### src/rtl/dma_chan_regs_pkg.sv
package dma_chan_regs_pkg;

  typedef enum logic {
    SEL_ADDR = 1'b0,
    SEL_CNT  = 1'b1
  } reg_sel_e;

  // position-independent readback arithmetic on 32-bit working values
  function automatic logic [31:0] addr_readback(input logic [31:0] cur_a,
                                                input logic [31:0] cur_c,
                                                input logic        dec);
    return dec ? (cur_a - cur_c) : (cur_a + cur_c);
  endfunction

  function automatic logic [31:0] count_readback(input logic [15:0]   base_c,
                                                 input int unsigned   sh,
                                                 input logic [31:0]   cur_c);
    return (32'(base_c) << sh) - cur_c;
  endfunction

  function automatic logic [7:0] byte_of(input logic [31:0] v,
                                         input int unsigned sh,
                                         input logic        p);
    return 8'(v >> (sh + (p ? 32'd8 : 32'd0)));
  endfunction

endpackage

### src/rtl/dma_chan_regs_decode.sv
module dma_chan_regs_decode
  import dma_chan_regs_pkg::*;
#(
  parameter int SHIFT  = 0,
  parameter int PORT_W = 8,
  parameter int NUM_CH = 4
) (
  input  logic [PORT_W-1:0] port_addr,
  input  logic              wr,
  input  logic              rd,
  output logic              acc,
  output logic              miss,
  output logic [2:0]        chan,
  output reg_sel_e          sel
);
  localparam int IDX_LIMIT = 2 * NUM_CH;

  logic [3:0] idx;
  logic       in_range;

  assign idx      = 4'(port_addr >> SHIFT);
  assign in_range = (32'(idx) < 32'(IDX_LIMIT));
  assign acc      = (wr | rd) & in_range;
  assign miss     = (wr | rd) & ~in_range;
  assign chan     = idx[3:1];
  assign sel      = reg_sel_e'(idx[0]);
endmodule

### src/rtl/dma_chan_regs_byteptr.sv
module dma_chan_regs_byteptr (
  input  logic clk,
  input  logic rst_n,
  input  logic clr,
  input  logic step,
  output logic ptr
);
  always_ff @(posedge clk) begin
    if (!rst_n)    ptr <= 1'b0;
    else if (clr)  ptr <= 1'b0;
    else if (step) ptr <= ~ptr;
  end
endmodule

### src/rtl/dma_chan_regs_channel.sv
module dma_chan_regs_channel
  import dma_chan_regs_pkg::*;
#(
  parameter int SHIFT = 0,
  parameter int CUR_W = 16 + SHIFT
) (
  input  logic             clk,
  input  logic             rst_n,
  input  logic             hit,
  input  reg_sel_e         sel,
  input  logic             ptr,
  input  logic [7:0]       wdata,
  input  logic             upd_en,
  input  logic [CUR_W-1:0] upd_val,
  output logic [15:0]      base_c,
  output logic [CUR_W-1:0] cur_a,
  output logic [CUR_W-1:0] cur_c,
  output logic             reload
);
  logic [15:0]      base_a;
  logic [15:0]      nxt_base_a;
  logic [15:0]      nxt_base_c;
  logic             wr_a;
  logic             wr_c;
  logic [CUR_W-1:0] reload_addr;

  assign wr_a   = hit && (sel == SEL_ADDR);
  assign wr_c   = hit && (sel == SEL_CNT);
  assign reload = hit && ptr;

  always_comb begin
    nxt_base_a = base_a;
    nxt_base_c = base_c;
    if (wr_a) begin
      if (ptr) nxt_base_a = {wdata, base_a[7:0]};
      else     nxt_base_a = {base_a[15:8], wdata};
    end
    if (wr_c) begin
      if (ptr) nxt_base_c = {wdata, base_c[7:0]};
      else     nxt_base_c = {base_c[15:8], wdata};
    end
  end

  assign reload_addr = CUR_W'(nxt_base_a) << SHIFT;

  always_ff @(posedge clk) begin
    if (!rst_n) begin
      base_a <= '0;
      base_c <= '0;
      cur_a  <= '0;
      cur_c  <= '0;
    end else begin
      base_a <= nxt_base_a;
      base_c <= nxt_base_c;
      if (reload) begin
        cur_a <= reload_addr;
        cur_c <= '0;
      end else if (upd_en) begin
        cur_c <= upd_val;
      end
    end
  end
endmodule

### src/rtl/dma_chan_regs_readback.sv
module dma_chan_regs_readback
  import dma_chan_regs_pkg::*;
#(
  parameter int NUM_CH = 4,
  parameter int SHIFT  = 0,
  parameter int CUR_W  = 16 + SHIFT,
  parameter int CH_W   = 2
) (
  input  logic             rd_en,
  input  logic [CH_W-1:0]  ch,
  input  reg_sel_e         sel,
  input  logic             ptr,
  input  logic [NUM_CH-1:0] dec,
  input  logic [15:0]      base_c [NUM_CH],
  input  logic [CUR_W-1:0] cur_a  [NUM_CH],
  input  logic [CUR_W-1:0] cur_c  [NUM_CH],
  output logic [7:0]       rdata
);
  logic [31:0] val_a;
  logic [31:0] val_c;
  logic [31:0] val;

  always_comb begin
    val_a = addr_readback(32'(cur_a[ch]), 32'(cur_c[ch]), dec[ch]);
    val_c = count_readback(base_c[ch], SHIFT, 32'(cur_c[ch]));
    val   = (sel == SEL_CNT) ? val_c : val_a;
    rdata = rd_en ? byte_of(val, SHIFT, ptr) : 8'h00;
  end
endmodule

### src/rtl/dma_chan_regs.sv
module dma_chan_regs
  import dma_chan_regs_pkg::*;
#(
  parameter int NUM_CH = 4,
  parameter int SHIFT  = 0,
  parameter int PORT_W = 8,
  parameter int CH_W   = (NUM_CH > 1) ? $clog2(NUM_CH) : 1,
  parameter int CUR_W  = 16 + SHIFT
) (
  input  logic              clk,
  input  logic              rst_n,
  input  logic [PORT_W-1:0] reg_addr,
  input  logic              reg_wr,
  input  logic              reg_rd,
  input  logic [7:0]        reg_wdata,
  output logic [7:0]        reg_rdata,
  input  logic              ptr_clr,
  input  logic [NUM_CH-1:0] mode_dec,
  input  logic              upd_valid,
  input  logic [CH_W-1:0]   upd_chan,
  input  logic [CUR_W-1:0]  upd_count,
  output logic              byte_ptr
);
  logic             acc;
  logic             miss;
  logic [2:0]       chan;
  reg_sel_e         sel;
  logic             rd_en;
  logic [NUM_CH-1:0] reload_vec;
  logic [15:0]      base_cnt_q [NUM_CH];
  logic [CUR_W-1:0] cur_addr_q [NUM_CH];
  logic [CUR_W-1:0] cur_cnt_q  [NUM_CH];

  dma_chan_regs_decode #(
    .SHIFT (SHIFT),
    .PORT_W(PORT_W),
    .NUM_CH(NUM_CH)
  ) u_decode (
    .port_addr(reg_addr),
    .wr       (reg_wr),
    .rd       (reg_rd),
    .acc      (acc),
    .miss     (miss),
    .chan     (chan),
    .sel      (sel)
  );

  dma_chan_regs_byteptr u_ptr (
    .clk  (clk),
    .rst_n(rst_n),
    .clr  (ptr_clr),
    .step (acc),
    .ptr  (byte_ptr)
  );

  for (genvar i = 0; i < NUM_CH; i++) begin : g_ch
    logic hit_i;
    logic upd_i;
    assign hit_i = reg_wr && acc && (chan == 3'(i));
    assign upd_i = upd_valid && (upd_chan == CH_W'(i));

    dma_chan_regs_channel #(
      .SHIFT(SHIFT),
      .CUR_W(CUR_W)
    ) u_chan (
      .clk    (clk),
      .rst_n  (rst_n),
      .hit    (hit_i),
      .sel    (sel),
      .ptr    (byte_ptr),
      .wdata  (reg_wdata),
      .upd_en (upd_i),
      .upd_val(upd_count),
      .base_c (base_cnt_q[i]),
      .cur_a  (cur_addr_q[i]),
      .cur_c  (cur_cnt_q[i]),
      .reload (reload_vec[i])
    );
  end

  assign rd_en = reg_rd && acc;

  dma_chan_regs_readback #(
    .NUM_CH(NUM_CH),
    .SHIFT (SHIFT),
    .CUR_W (CUR_W),
    .CH_W  (CH_W)
  ) u_rb (
    .rd_en (rd_en),
    .ch    (CH_W'(chan)),
    .sel   (sel),
    .ptr   (byte_ptr),
    .dec   (mode_dec),
    .base_c(base_cnt_q),
    .cur_a (cur_addr_q),
    .cur_c (cur_cnt_q),
    .rdata (reg_rdata)
  );
endmodule

### config.mk
export PLATFORM = sky130hd
export DESIGN_NAME = dma_chan_regs
export DESIGN_NICKNAME = d
export VERILOG_FILES = /design/src/rtl/dma_chan_regs_pkg.sv /design/src/rtl/dma_chan_regs_decode.sv /design/src/rtl/dma_chan_regs_byteptr.sv /design/src/rtl/dma_chan_regs_channel.sv /design/src/rtl/dma_chan_regs_readback.sv /design/src/rtl/dma_chan_regs.sv
export SDC_FILE = /design/constraint.sdc
export NUM_CORES = 1
export LEC_CHECK = 0
export ABC_CLOCK_PERIOD_IN_PS = 7700
export BUFFER_PORTS_ARGS = -buffer_cell sky130_fd_sc_hd__buf_2
export CAP_MARGIN = 5
export CORE_AREA = 2 2 155 157
export DETAILED_ROUTE_END_ITERATION = 10
export DIE_AREA = 0 0 157 159
export GPL_TIMING_DRIVEN = 0
export PLACE_DENSITY = 0.75
export SLEW_MARGIN = 20
export SYNTH_ARGS = -nofsm -noshare
export SYNTH_HDL_FRONTEND = slang
export SYNTH_SLANG_ARGS = --single-unit
### constraint.sdc
create_clock -name clk -period 7.7 [get_ports clk]
set_clock_uncertainty 0.2 [all_clocks]
set_input_delay 0.77 -clock clk [delete_from_list [all_inputs] [get_ports clk]]
set_output_delay 0.77 -clock clk [all_outputs]
set_load 0.1 [all_outputs]
==> impl_metrics.yaml <==
placement:
  placed_area_um2: 13250
  hpwl_um: 28100
  place_congestion: 0.9295
  numPortBuffers: 46
  dp_slack_ns: 0.4207
critical_path:
  cp.required_ns: 6.73
  cp.buffers_inverters: 6
  crit_slowest_cell: "o41ai_1"
  cp.depth: 15
  crit_path_max_incr_delay_ns: 0.75
  crit_path_end: "reg_rdata[6]"
  path_delay_family: "buffers and inverters"
  arrival_ns: 6.39
  cp-end-kind: "output pin"
  crit_start: "reg_addr[2]"
  worstSetupPathType: "in -> out"
  r2r_cells: 7
  r2r_start: "u_ptr.ptr"
  cp_common_cell: "buf_2"
  cp-start-kind: "input pin"
  critPathMaxFanout: 10
  reg2reg_slack_ns: 4.41
  path_cells: "buf_2 -> buf_2 -> buf_2 -> clkbuf_1 -> clkbuf_1 -> mux4_2 -> fa_1 -> a21oi_1 -> o221ai_1 -> o41ai_1 -> o221ai_1 -> xor2_1 -> a21oi_1 -> a211oi_1 -> buf_2"
  worstReg2RegEnd: "g_ch[0].u_chan.cur_c[8]"
layout:
  area_growth_pct: 12.15
  drive_above_1_share_pct: 10.85
  nFillCells: 1987
  seq_area_um2: 5145
  antenna_cells: 0
  multi_input_area_um2: 6903
  design_area_um2: 14150
  nets: 1634
timing:
  hold_violations: 0
  worst_slew_pin_slew_ns: 1.091
  fin_crit_ns: 7.360
  setup_viol: 0
  maxSlewViolCount: 0
  whs_ns: 0.1976
  fin_ws_ns: 0.3399
  relSlewSlack_pct: 26.62
  clock.fmax_mhz: 135.9
  rsz0062_at_grt: "false"
  setup_tns_ns: 0
  post-route-period-util_pct: 95.59
clock_tree:
  cts.repair.resized: 0
  max-clock-path-buffers: 3
  holdBufCountCts: 0
  root_buffer: "clkbuf_16"
  cts-buffers-inserted: 27
  cts_sinks: 257
  clk_pin_slew_worst_paths_ns: 0.06
  clk_latency_ns: 0.54
  htree_levels: 1
  cts_setup_buffers: 0
  cts_tree: "yes"
logic_synthesis:
  synth_fp_nets: 1559
  synth_edf_count: 0
  synth_seq_cells: 257
  syn_area_um2: 12620
  ys.flop_type: "dfxtp_1"
  ys_types: 59
  syn_area_per_cell_um2: 8.607
  yosysSeqAreaShare_pct: 40.77
  netlist_top_cells_area: "dfxtp_1 (41%), mux4_2 (9.1%), a21oi_1 (6.7%)"
  synth.top_cell.area_share_pct: 40.77
  async_reset_ff_share_pct: 0
  synthCells: 1466
  synth_top_area_cell: "dfxtp_1"
  synth_warnings: 0
die:
  fp.dieH_um: 159
  fp.dieW_um: 157
  start_util_pct: 54.41
  dieArea_um2: 24960
  rows: 56
  io_pins: 53
  core_region_area_um2: 23190
pwr:
  power.density_nw_per_um2: 215.9
  p_leak_nw: 5.141
  ir_drop_uv: 162.5
detailed_routing:
  num_vias: 11235
  drc: 0
  drtIter0Drc: 1302
  drtAntennaViolNets: 0
  first_pass_iters: 5
  viasPerCell: 5.989
  wl_per_cell_um: 20.25
  wl_um: 37980
global_route:
  grt_pass1_wl_um: 59010
  grt_max_degree: 14
  grt_pass1_vias: 10768
  grt_usage_pct: 30.20
  overflow: 0
  antenna_found_initial: 0
hold_path:
  worstHoldPathType: "in -> reg"
status:
  status: "finished clean"
job:
  drv_cap: 0
## final cells by class
class | count | area share [%]
Buffer | 103 | 2.874
Clock buffer | 40 | 5.614
Clock inverter | 5 | 0.7339
Inverter | 45 | 1.194
Multi-Input combinational cell | 1061 | 48.78
Sequential cell | 257 | 36.36
Tap cell | 319 | 2.821
Timing Repair Buffer | 46 | 1.627
## routing by layer
layer | part of all wire, % | vias up | GRT usage (%)
li1 | - | 5272 | -
met1 | 41 | 5305 | 40.57
met2 | 46 | 562 | 48.62
met3 | 8.9 | 96 | 5.035
met4 | 4.3 | 0 | 11.93
met5 | 0 | - | 0
## cell families after synthesis
logic type,Yosys count,share of synthesized area [%]
AND/OR/NAND/NOR,552,18.66
adder cells (fa/ha/maj),49,5.037
buffers and inverters,148,4.561
flip-flops,257,40.77
XOR/XNOR,28,1.943
multiplexers,102,13.15
AO/OA/AOI/OAI,330,15.88
## sequential cells by signal, indices dropped and copies added (netlist names)
| name | cells |
|---|---|
| g_ch.u_chan.base_c | 64 |
| g_ch.u_chan.cur_a | 64 |
| g_ch.u_chan.cur_c | 64 |
| g_ch.u_chan.base_a | 64 |
| u_ptr.ptr | 1 |
## Yosys cell counts, drive strengths merged (4+ instances only)
cell type,instances
a211oi,68
a21o,10
a21oi,169
a31oi,7
buf,20
clkbuf,83
dfxtp,257
ha,46
inv,43
mux2i,51
mux4,51
nand2,217
nand2b,16
nand3,55
nand4,4
nor2,206
nor2b,14
nor3,17
nor4,4
o211ai,6
o21ai,35
o221ai,4
o31ai,5
or2,4
xnor2,24
xor2,4
## stage by stage
stage / instances / total power [mW] / util, %
2_1_floorplan: 1466 / 1.640 / -
3_3_place_gp: 1831 / 1.743 / 57.12
3_5_place_dp: 1831 / 1.747 / 57.12
4_1_cts: 1876 / 3.051 / 60.99
5_1_grt: 1876 / 3.144 / 61.02
6_report: 1876 / 3.055 / 61.02
## worst min path at each step
| stage | startpoint | depth (start not counted) | endpoint | slack (ns) |
|---|---|---|---|---|
| detailed placement | g_ch[1].u_chan.cur_c[0] | 2 | g_ch[1].u_chan.cur_c[0] | 0.24 |
| global placement | g_ch[0].u_chan.cur_c[3] | 2 | g_ch[0].u_chan.cur_c[3] | 0.24 |
| CTS | ptr_clr | 2 | u_ptr.ptr | 0.19 |
| finish | ptr_clr | 2 | u_ptr.ptr | 0.20 |
| global route | ptr_clr | 2 | u_ptr.ptr | 0.20 |
| floorplan | g_ch[1].u_chan.cur_c[0] | 2 | g_ch[1].u_chan.cur_c[0] | 0.23 |
## where the power goes
| part | switching, mW | internal, mW |
|---|---|---|
| sequential | 0.00866 | 1.35 |
| combinational | 0.244 | 0.126 |
| clock | 0.521 | 0.807 |
| total | 0.774 | 2.28 |
## placed cells by master, fill, tap and decap left out, types with 5 or more instances in the layout
master,instances
dfxtp_1,257
nand2_1,217
nor2_1,202
a21oi_1,169
clkbuf_1,89
a211oi_1,68
buf_2,62
nand3_1,55
mux4_2,51
mux2i_1,51
ha_1,46
inv_1,42
o21ai_0,34
clkbuf_16,27
xnor2_1,24
nand2b_1,16
nor2b_1,14
nor3_1,13
a21o_1,10
a31oi_1,7
clkbuf_8,7
o211ai_1,6
o31ai_1,5
(Power assumes the default switching activity.)
